===== config.mk =====
export PLATFORM = sky130hd
export DESIGN_NAME = pwrdn_ctrl
export DESIGN_NICKNAME = d
export VERILOG_FILES = /design/src/rtl/pwrdn_pkg.sv /design/src/rtl/pwrdn_field_reg.sv /design/src/rtl/pwrdn_entry_timer.sv /design/src/rtl/pwrdn_wake_eval.sv /design/src/rtl/pwrdn_ctrl.sv
export SDC_FILE = /design/constraint.sdc
export NUM_CORES = 1
export LEC_CHECK = 0
export ABC_AREA = 1
export ABC_CLOCK_PERIOD_IN_PS = 1200
export BUFFER_PORTS_ARGS = -buffer_cell sky130_fd_sc_hd__buf_4
export CAP_MARGIN = 20
export CELL_PAD_IN_SITES_DETAIL_PLACEMENT = 1
export CELL_PAD_IN_SITES_GLOBAL_PLACEMENT = 1
export CORE_MARGIN = 10
export CORE_UTILIZATION = 31
export CTS_BUF_LIST = sky130_fd_sc_hd__clkbuf_8 sky130_fd_sc_hd__clkbuf_16
export CTS_CLUSTER_SIZE = 40
export DETAILED_ROUTE_END_ITERATION = 8
export PLACE_DENSITY_LB_ADDON = 0.1
export REMOVE_ABC_BUFFERS = 1
export SLEW_MARGIN = 15
export SYNTH_ARGS = -nofsm -noshare
export SYNTH_HDL_FRONTEND = slang
export SYNTH_SLANG_ARGS = --single-unit

===== constraint.sdc =====
create_clock -name clk -period 1.2 [get_ports clk]
set_input_delay 0.24 -clock clk [delete_from_list [all_inputs] [get_ports clk]]
set_output_delay 0.24 -clock clk [all_outputs]
set_load 0.01 [all_outputs]

===== src/rtl/pwrdn_pkg.sv =====
package pwrdn_pkg;

  typedef struct packed {
    logic rsvd;
    logic wake_any;
    logic wake_en;
    logic lvl_deep;
    logic lvl_mid;
    logic lvl_light;
  } pd_field_t;

  typedef enum logic [1:0] {
    LVL_NONE  = 2'd0,
    LVL_LIGHT = 2'd1,
    LVL_MID   = 2'd2,
    LVL_DEEP  = 2'd3
  } pd_level_e;

  typedef enum logic [1:0] {
    ST_RUN   = 2'd0,
    ST_ARM   = 2'd1,
    ST_SLEEP = 2'd2
  } pd_state_e;

  // build the stored field from a write; reserved lane is always zero
  function automatic pd_field_t pack_write(logic [4:0] w);
    pd_field_t f;
    f = {1'b0, w};
    return f;
  endfunction

  // deepest requested level wins
  function automatic pd_level_e pick_level(pd_field_t f);
    if (f.lvl_deep)       return LVL_DEEP;
    else if (f.lvl_mid)   return LVL_MID;
    else if (f.lvl_light) return LVL_LIGHT;
    else                  return LVL_NONE;
  endfunction

  function automatic logic wake_hit(pd_field_t f, logic any_src, logic en_src);
    return (f.wake_any & any_src) | (f.wake_en & en_src);
  endfunction

  function automatic logic isr_granted(logic en_src, logic g_en, logic n_en);
    return en_src & g_en & n_en;
  endfunction

endpackage


===== src/rtl/pwrdn_field_reg.sv =====
module pwrdn_field_reg
  import pwrdn_pkg::*;
(
  input  logic      clk,
  input  logic      rst_n,
  input  logic      wr_ok,
  input  logic [4:0] wr_field,
  input  logic      clr_light,
  output pd_field_t fld_q
);

  always_ff @(posedge clk or negedge rst_n) begin
    if (!rst_n)          fld_q <= '0;
    else if (wr_ok)      fld_q <= pack_write(wr_field);
    else if (clr_light)  fld_q.lvl_light <= 1'b0;
  end

endmodule


===== src/rtl/pwrdn_entry_timer.sv =====
module pwrdn_entry_timer #(
  parameter int DLY = 8
) (
  input  logic clk,
  input  logic rst_n,
  input  logic start,
  output logic expire
);

  localparam int CNT_W = $clog2(DLY + 1);
  localparam logic [CNT_W-1:0] LOAD = CNT_W'(DLY - 1);

  logic [CNT_W-1:0] cnt_q;
  logic             run_q;

  always_ff @(posedge clk or negedge rst_n) begin
    if (!rst_n) begin
      cnt_q <= '0;
      run_q <= 1'b0;
    end else if (start) begin
      cnt_q <= LOAD;
      run_q <= 1'b1;
    end else if (run_q) begin
      if (cnt_q == '0) run_q <= 1'b0;
      else             cnt_q <= cnt_q - 1'b1;
    end
  end

  assign expire = run_q && (cnt_q == '0);

endmodule


===== src/rtl/pwrdn_wake_eval.sv =====
module pwrdn_wake_eval
  import pwrdn_pkg::*;
#(
  parameter int N_IRQ = 4
) (
  input  logic             clk,
  input  logic             rst_n,
  input  logic             clr_pend,
  input  logic             arming,
  input  logic             sleeping_light,
  input  pd_field_t        fld,
  input  logic [N_IRQ-1:0] irq_req,
  input  logic [N_IRQ-1:0] irq_en,
  input  logic             gie,
  input  logic             nmie,
  output logic             wake_evt,
  output logic             isr_go
);

  logic pend_any_q, pend_en_q;
  logic any_now, en_now, any_src, en_src;

  assign any_now = |irq_req;
  assign en_now  = |(irq_req & irq_en);

  // interrupts seen while the entry delay runs are held
  always_ff @(posedge clk or negedge rst_n) begin
    if (!rst_n) begin
      pend_any_q <= 1'b0;
      pend_en_q  <= 1'b0;
    end else if (clr_pend) begin
      pend_any_q <= 1'b0;
      pend_en_q  <= 1'b0;
    end else if (arming) begin
      pend_any_q <= pend_any_q | any_now;
      pend_en_q  <= pend_en_q  | en_now;
    end
  end

  assign any_src  = any_now | pend_any_q;
  assign en_src   = en_now  | pend_en_q;
  assign wake_evt = sleeping_light && wake_hit(fld, any_src, en_src);
  assign isr_go   = isr_granted(en_src, gie, nmie);

endmodule


===== src/rtl/pwrdn_ctrl.sv =====
module pwrdn_ctrl
  import pwrdn_pkg::*;
#(
  parameter int N_IRQ     = 4,
  parameter int ENTRY_DLY = 8
) (
  input  logic             clk,
  input  logic             rst_n,
  input  logic             fld_we,
  input  logic [4:0]       fld_wdata,
  output logic [5:0]       fld_rdata,
  input  logic [N_IRQ-1:0] irq_req,
  input  logic [N_IRQ-1:0] irq_en,
  input  logic             gie,
  input  logic             nmie,
  output logic             core_stall,
  output logic             clk_gate,
  output logic             periph_gate,
  output logic             resume_pulse,
  output logic             take_isr
);

  pd_state_e state_q, state_d;
  pd_field_t fld_q;
  pd_level_e cur_lvl;

  // named internal events, brought out for the checker
  logic wr_accept;
  logic start_entry;
  logic entry_expire;
  logic wake_evt;
  logic isr_go;
  logic sleeping;
  logic sleeping_light;
  logic resume_q, isr_q;

  assign wr_accept   = fld_we && (state_q == ST_RUN);
  assign start_entry = wr_accept && (pick_level(pack_write(fld_wdata)) != LVL_NONE);
  assign cur_lvl     = pick_level(fld_q);
  assign sleeping    = (state_q == ST_SLEEP);
  assign sleeping_light = sleeping && (cur_lvl == LVL_LIGHT);

  pwrdn_field_reg u_field (
    .clk       (clk),
    .rst_n     (rst_n),
    .wr_ok     (wr_accept),
    .wr_field  (fld_wdata),
    .clr_light (wake_evt),
    .fld_q     (fld_q)
  );

  pwrdn_entry_timer #(.DLY(ENTRY_DLY)) u_timer (
    .clk    (clk),
    .rst_n  (rst_n),
    .start  (start_entry),
    .expire (entry_expire)
  );

  pwrdn_wake_eval #(.N_IRQ(N_IRQ)) u_wake (
    .clk            (clk),
    .rst_n          (rst_n),
    .clr_pend       (start_entry),
    .arming         (state_q == ST_ARM),
    .sleeping_light (sleeping_light),
    .fld            (fld_q),
    .irq_req        (irq_req),
    .irq_en         (irq_en),
    .gie            (gie),
    .nmie           (nmie),
    .wake_evt       (wake_evt),
    .isr_go         (isr_go)
  );

  always_comb begin
    state_d = state_q;
    case (state_q)
      ST_RUN:   if (start_entry)  state_d = ST_ARM;
      ST_ARM:   if (entry_expire) state_d = ST_SLEEP;
      ST_SLEEP: if (wake_evt)     state_d = ST_RUN;
      default:                    state_d = ST_RUN;
    endcase
  end

  always_ff @(posedge clk or negedge rst_n) begin
    if (!rst_n) begin
      state_q  <= ST_RUN;
      resume_q <= 1'b0;
      isr_q    <= 1'b0;
    end else begin
      state_q  <= state_d;
      resume_q <= wake_evt;
      isr_q    <= wake_evt && isr_go;
    end
  end

  assign fld_rdata    = fld_q;
  assign core_stall   = sleeping;
  assign clk_gate     = sleeping && (cur_lvl == LVL_MID || cur_lvl == LVL_DEEP);
  assign periph_gate  = sleeping && (cur_lvl == LVL_DEEP);
  assign resume_pulse = resume_q;
  assign take_isr     = isr_q;

endmodule


==> results of run 1 <==
[metrics by stage]
stage / util, % / std cells
global placement: 43.0 / 165
finish: 49.0 / 178
global route: 49.0 / 178
floorplan: - / 106
CTS: 47.4 / 175
detailed placement: 43.0 / 165
[final cells by class]
class                      count  area, µm²
clock buffer                   3       41.3
fill                         317       1300
inverter                      16       60.1
multi-input combinational     74        402
sequential                    16        400
tap                           30       37.5
timing repair buffer          39        307
[cells in the final DEF, fill, tap and decap left out, types with 2 or more instances in the layout]
cell,synthesis,routed
nand2_1,36,35
buf_4,1,35
dfrtp_1,16,16
inv_1,14,11
nor2_1,11,10
inv_2,2,5
nand3_1,4,4
nand2_4,2,3
nand2_2,3,3
clkbuf_8,0,3
buf_6,0,3
nor3_1,2,2
nor2_2,1,2
o21ai_2,2,2
[cells by family (layout without fill, tap and decap cells)]
| group | after synthesis | after routing | synth area share [%] |
|---|---|---|---|
| compound gates | 9 | 9 | 8.12 |
| fa+ha+maj | 2 | 2 | 2.95 |
| buf+inv | 17 | 58 | 7.98 |
| flops | 16 | 16 | 47.3 |
| other cells | 1 | 1 | 0.443 |
| simple gates | 62 | 62 | 33.2 |
[sequential cells by signal (all words and copies together) (netlist names)]
signal and flops:
u_field.fld_q 5, u_timer.cnt_q 4, state_q 2, resume_pulse 1, take_isr 1, u_timer.run_q 1, u_wake.pend_any_q 1, u_wake.pend_en_q 1
[layer usage]
metal  up-vias  global-route usage, %  wire, µm
met5         -                      0         0
met3         5                   3.67       206
met1       392                   10.5       988
met2        26                   15.7      1120
met4         0                   3.87        36
li1        407                      -         -
[worst max path at each step]
| stage | depth (start not counted) | end | slack (ps) |
|---|---|---|---|
| floorplan | 8 | u_timer.cnt_q[2] | 60 |
| global placement | 8 | u_timer.cnt_q[2] | -10 |
| detailed placement | 8 | u_timer.cnt_q[2] | -20 |
| CTS | 4 | clk_gate | -140 |
| global route | 4 | clk_gate | -220 |
| finish | 4 | clk_gate | -140 |
[critical path: stages (launching register included)]
cell	delay, ps
dfrtp_1	380
or2_1	240
inv_1	60
nor2_1	40
buf_4	130
[power breakdown]
part           switching (mW)  internal, mW
clock                   0.177         0.223
combinational           0.758         0.698
sequential              0.172         0.762
total                    1.11          1.68
[timing repair]
item                                    CTS  global route
gates cloned                              0             0
setup buffers                             6             3
hold endpoints to repair                 16             0
resized for setup                         5             7
hold buffers                              1             0
pin swaps                                 3             2
endpoints found under the setup margin    4            15
==> flow_metrics.tcl, run 1 <==
set metrics [dict create \
    status "finished, violations left" \
    violations "negative setup slack" \
    period_share_pct 112 \
    finalSetupTns_ps -543 \
    synth_ff_type "dfrtp_1" \
    power_density_mw_per_mm2 2240 \
    hold_start "fld_wdata[4]" \
    grt_use_total_pct 9.47 \
    hold_viol_final 0 \
    report.final.slew_viol_count 0 \
    syn-instance-count 107 \
    seq_area_frac_synth_pct 47.3 \
    yosys-top-cells-area "dfrtp_1, nand2_1, inv_1" \
    port_buffers 27 \
    async_flop_share_pct 100 \
    rrSetupSlack_ps -110 \
    grt_pass1_vias 942 \
    cp-end-kind "output pin" \
    crit_path_start_kind "flip-flop" \
    r2r-end "state_q[1]" \
    path_max_fanout 2 \
    avgSynthCellArea_um2 7.92 \
    clock_sinks 16 \
    drt_pass1_iterations 2 \
    cts.path.max_buffers 2 \
    holdPathStages 3 \
    critPathKind "reg2out" \
    worst_slack_ps -139 \
    p_leak_nw 0.702 \
    regToRegStartpoint "u_field.fld_q[1]" \
    setup_viol 10 \
    num_antenna_cells 0 \
    vias 830 \
    drtAntennaViolNets 0 \
    synth_cell_types 23 \
    num_io_pins 29 \
    finClkSkew_ps 0.533 \
    yosys.area.top_type "dfrtp_1" \
    worstSkewPairLatency_ps 250 \
    p_total_mw 2.79 \
    numCtsBuffers 3 \
    drive_above_1_share_pct 41.2 \
    min_path_type "in2reg" \
    drv_cap 0 \
    die_y_um 72.3 \
    crit_start "u_field.fld_q[1]" \
    period_minus_slack_ps 1340 \
    rsz0062_at_grt "yes" \
    holdPathEnd "u_field.fld_q[4]" \
    yosysMostFrequentCell "nand2_1" \
    clk_pin_slew_ps 60 \
    drt_iter0_drc 10 \
    ir_drop_mv 1.05 \
    fin_area_mm2 0.00125 \
    synth-edff-count 0 \
    grt_pass1_wl_um 4100 \
    yosysTopAreaCellShare_pct 47.3 \
    drc 0 \
    fp.dieArea_mm2 0.00522 \
    cts_tree "built" \
    dpl.hpwl_um 1860 \
    netlist_area_um2 847 \
    max_clock_freq_ghz 0.747 \
    place_ws_ps -21.5 \
    start_util_pct 33.3 \
    root_buffer "clkbuf_8" \
    ys_warn_count 0 \
    wire_per_inst_um 13.2 \
    r2r_cells 7 \
    synth_common_cells "nand2_1, dfrtp_1, inv_1, nor2_1, nand3_1" \
    viasPerCell 4.66 \
    worstPathArrival_ps 1100 \
    whs_ps 186 \
    grt_overflow 0 \
    crit_required_ps 960 \
    synthToLayoutAreaGrowth_pct 47.3 \
    die_w_um 72.3 \
    nNetsFinal 170 \
    gp_congestion 0.740 \
    htree_levels 1 \
    grt_max_degree 17 \
    wl_um 2350 \
    antenna_found_initial 0 \
    placementRows 18 \
    core_area_mm2 0.00254 \
    ys_ff_latch 16 \
    place_area_mm2 0.00109 \
]
Note: power is estimated with default switching activity, not from simulation.
==> inputs of run 2 (changes only) <==
- RECOVER_POWER: not set -> 50
- SLEW_MARGIN: 15 -> 5
==> flow_metrics.tcl, run 2 (synthesized netlist as in run 1, its figures left out) <==
set metrics [dict create \
    drtAntennaViolNets 0 \
    report.final.slew_viol_count 0 \
    die_w_um 72.3 \
    port_buffers 27 \
    setup_viol 10 \
    viasPerCell 4.66 \
    rrSetupSlack_ps -110 \
    worstPathArrival_ps 1100 \
    grt_pass1_wl_um 4100 \
    synthToLayoutAreaGrowth_pct 47.0 \
    wire_per_inst_um 13.2 \
    cp_cell_sequence "or2_1 -> inv_1 -> nor2_1 -> buf_4" \
    status "finished, violations left" \
    clk_pin_slew_ps 60 \
    dpl.hpwl_um 1860 \
    crit_path_start_kind "flip-flop" \
    drc 0 \
    drt_pass1_iterations 2 \
    num_antenna_cells 0 \
    regToRegStartpoint "u_field.fld_q[1]" \
    drive_above_1_share_pct 41.2 \
    finClkSkew_ps 0.533 \
    gp_congestion 0.740 \
    antenna_found_initial 0 \
    cts.path.max_buffers 2 \
    die_y_um 72.3 \
    holdPathEnd "u_field.fld_q[4]" \
    worstSkewPairLatency_ps 250 \
    r2r_cells 7 \
    p_total_mw 2.79 \
    ir_drop_mv 1.05 \
    grt_pass1_vias 942 \
    root_buffer "clkbuf_8" \
    crit_path_max_incr_delay_ps 380 \
    grt_use_total_pct 9.47 \
    fp.dieArea_mm2 0.00522 \
    hold_viol_final 0 \
    critPathKind "reg2out" \
    grt_overflow 0 \
    clock_sinks 16 \
    core_area_mm2 0.00254 \
    final_common_cell "nand2_1" \
    fin_util_pct 48.9 \
    crit_required_ps 960 \
    hold_start "fld_wdata[4]" \
    n_fill_cell 316 \
    start_util_pct 33.3 \
    worst_slack_ps -139 \
    period_share_pct 112 \
    place_ws_ps -21.5 \
    violations "negative setup slack" \
    vias 830 \
    grt_max_degree 17 \
    drv_cap 0 \
    whs_ps 186 \
    reg.largest.list "u_field.fld_q x5, u_timer.cnt_q x4, state_q x2" \
    max_clock_freq_ghz 0.747 \
    fin_cells 178 \
    worst_path_max_delay_cell "dfrtp_1" \
    numCtsBuffers 3 \
    rsz0062_at_grt "yes" \
    min_path_type "in2reg" \
    holdPathStages 3 \
    final_cell_mix "nand2_1, buf_4, dfrtp_1" \
    cts_tree "built" \
    placementRows 18 \
    largest_reg_flops 5 \
    power_density_mw_per_mm2 2240 \
    wl_um 2350 \
    p_leak_nw 0.702 \
    drt_iter0_drc 10 \
    r2r-end "state_q[1]" \
    nNetsFinal 170 \
    dpl.cell_count 165 \
    top_register "u_field.fld_q" \
    cp-end-kind "output pin" \
    period_minus_slack_ps 1340 \
    path_max_fanout 2 \
    num_io_pins 29 \
    htree_levels 1 \
]
run 2: cell count changes in the layout (fill, tap and decap cells not counted), sizes merged:
cell    delta
buf        -1
clkbuf     +1
run 2: timing repair:
| item | 4_1_cts | 5_1_grt |
|---|---|---|
| setup endpoints to repair | 4 | 15 |
| pin swaps | 3 | 2 |
| setup buffers | 6 | 3 |
| hold buffers | 1 | 0 |
| endpoints found under the hold margin | 16 | 0 |
| gates resized for setup | 5 | 7 |
run 2: per-layer routing:
layer  GRT usage, %  share of wire, %  vias up
met5              0                 0        -
met4           3.87               1.5        0
met3           3.67               8.8        5
met2           15.7                48       26
met1           10.5                42      392
li1               -                 -      407
run 2: cell type report:
type	count	area [µm²]	area share, %
multi-input cells	74	402	32.3
repair buffers	39	304	24.4
well taps	30	37.5	3.02
inverters	16	60.1	4.82
clock buffers	3	41.3	3.32
flip-flops and latches	16	400	32.2
run 2: report_power, final:
part / leakage, nW / switching (mW) / internal (mW)
sequential: 0.193 / 0.172 / 0.761
combinational: 0.487 / 0.758 / 0.697
clock: 0.0216 / 0.177 / 0.223
run 2: worst max path at each step:
stage                      from               end  slack [ps]
6_report       u_field.fld_q[1]          clk_gate        -140
4_1_cts        u_field.fld_q[2]          clk_gate        -140
3_5_place_dp   u_timer.cnt_q[1]  u_timer.cnt_q[2]         -20
3_3_place_gp   u_timer.cnt_q[1]  u_timer.cnt_q[2]         -10
2_1_floorplan  u_timer.cnt_q[0]  u_timer.cnt_q[2]          60
5_1_grt        u_field.fld_q[1]          clk_gate        -220
run 2: stage by stage:
step / instance area [µm²] / TNS [ps]
after CTS: 1210 / -263
after floorplan: 840 / 0
after global routing: 1240 / -1520
after global placement: 1090 / -14.3
after detailed placement: 1090 / -21.5
final: 1240 / -543
run 2: critical path: cells and delay by family, from the launching register on:
family,cells,cell delay [ps]
AND/OR/NAND/NOR,2,280
buffers and inverters,2,190
flip-flops,1,380
==> inputs of run 3 (changes only) <==
- CTS_BUF_LIST: sky130_fd_sc_hd__clkbuf_8 sky130_fd_sc_hd__clkbuf_16 -> not set
==> flow_metrics.tcl, run 3 (synthesized netlist as in run 1, its figures left out) <==
set metrics [dict create \
    status "finished, violations left" \
    violations "negative setup slack" \
    die_y_um 72.3 \
    crit_start "u_field.fld_q[1]" \
    crit_path_start_kind "flip-flop" \
    synthToLayoutAreaGrowth_pct 50.4 \
    htree_levels 1 \
    root_buffer "clkbuf_4" \
    placementRows 18 \
    seqPwrFrac_pct 33.5 \
    power_density_mw_per_mm2 2190 \
    rsz0062_at_grt "yes" \
    p_clk_share_pct 10.2 \
    largest_reg_flops 5 \
    grt_pass1_vias 948 \
    wire_per_inst_um 13.6 \
    drt_pass1_iterations 4 \
    drc 0 \
    holdPathEnd "u_field.fld_q[4]" \
    die_w_um 72.3 \
    fin_cells 181 \
    core_area_mm2 0.00254 \
    grt_pass1_wl_um 4190 \
    r2r-end "state_q[1]" \
    num_io_pins 29 \
    cp-end-kind "output pin" \
    clock_sinks 16 \
    min_path_type "in2reg" \
    dpl.hpwl_um 1860 \
    cts_tree "built" \
    worstSkewPairLatency_ps 280 \
    cts.path.max_buffers 2 \
    worst_path_max_delay_cell "dfrtp_1" \
    place_area_mm2 0.00109 \
    rrSetupSlack_ps -70 \
    p_leak_nw 0.710 \
    grt_overflow 0 \
    max_clock_freq_ghz 0.718 \
    p_sw_mw 1.16 \
    antenna_found_initial 0 \
    final_cell_mix "buf_4, nand2_1, dfrtp_1" \
    drtAntennaViolNets 0 \
    crit_required_ps 960 \
    port_buffers 27 \
    ir_drop_mv 1.03 \
    reg.largest.list "u_field.fld_q x5, u_timer.cnt_q x4, state_q x2" \
    viasPerCell 4.60 \
    period_minus_slack_ps 1390 \
    grt_max_degree 17 \
    n_fill_cell 319 \
    finClkSkew_ps 0.990 \
    nNetsFinal 173 \
    num_antenna_cells 0 \
    whs_ps 147 \
    drt_iter0_drc 15 \
    report.final.slew_viol_count 0 \
    period_share_pct 116 \
    path_max_fanout 2 \
    drive_above_1_share_pct 45.0 \
    numCtsBuffers 3 \
    p_int_mw 1.64 \
    gp_congestion 0.740 \
    top_register "u_field.fld_q" \
    cp_top_family "flip-flops" \
    drv_cap 0 \
    fin_area_mm2 0.00127 \
    start_util_pct 33.3 \
    worstPathArrival_ps 1150 \
    fp.dieArea_mm2 0.00522 \
    worst_slack_ps -192 \
    holdPathStages 3 \
    regToRegStartpoint "u_field.fld_q[1]" \
    hold_start "fld_wdata[4]" \
    clk_pin_slew_ps 90 \
    hold_viol_final 0 \
    p_total_mw 2.79 \
    crit_path_max_incr_delay_ps 390 \
    final_common_cell "buf_4" \
    grt_use_total_pct 9.70 \
    wl_um 2460 \
    vias 833 \
    p_comb_share_pct 56.2 \
    critPathKind "reg2out" \
    critical_path_buf_inv_count 2 \
    dpl.cell_count 165 \
    r2r_cells 6 \
    setup_viol 9 \
    switching_share_pct 41.4 \
    cp_cell_sequence "or2_1 -> inv_1 -> nor2_1 -> buf_4" \
]
## run 3: changes by cell type in the layout (fill, tap and decap cells not counted), sizes merged
| cell | change |
|---|---|
| buf | +3 |
## run 3: repair_timing
item                                    CTS  global route
cloned                                    0             0
hold buffers                              1             0
endpoints found under the hold margin    16             0
buffers inserted                          7             7
pin swaps                                 2             8
gates resized for setup                   7            12
endpoints found under the setup margin    4            21
## run 3: routing by layer
layer	vias to the layer above	global-route usage [%]	share of wire, %
li1	413	-	-
met1	393	11.0	42
met2	25	16.2	49
met3	2	3.27	8.5
met4	0	3.87	0.49
met5	-	0	0
## run 3: cell type report
type,instances,area [µm²],area share [%]
inverter,16,62.6,4.91
multi-input combinational,74,423,33.2
tap,30,37.5,2.95
timing repair buffer,42,327,25.6
clock buffer,3,22.5,1.77
sequential,16,402,31.5
## run 3: tightest hold or removal path: stages
cell and delay (ps):
buf_4 80, nand2_1 40, nand2_1 50
## run 3: metrics by stage
step / worst slack [ps] / util, % / setup TNS (ps)
floorplan: 60.9 / - / 0
global placement: -14.3 / 43.0 / -14.3
detailed placement: -21.5 / 43.0 / -21.5
CTS: -192 / 47.2 / -483
global route: -266 / 50.0 / -1570
finish: -192 / 50.0 / -569
## run 3: worst max-delay path by stage
stage                     depth (start not counted)                to
after floorplan                                   8  u_timer.cnt_q[2]
after CTS                                         4          clk_gate
after global routing                              4          clk_gate
after detailed placement                          8  u_timer.cnt_q[2]
final                                             4          clk_gate
after global placement                            8  u_timer.cnt_q[2]
## run 3: power by group through the flow
stage / sequential [mW] / combinational [mW] / clock (mW)
finish: 0.937 / 1.57 / 0.285
global route: 0.971 / 1.75 / 0.323
CTS: 0.921 / 1.38 / 0.295
detailed placement: 0.940 / 1.16 / 0
global placement: 0.930 / 1.13 / 0
floorplan: 0.942 / 0.717 / 0
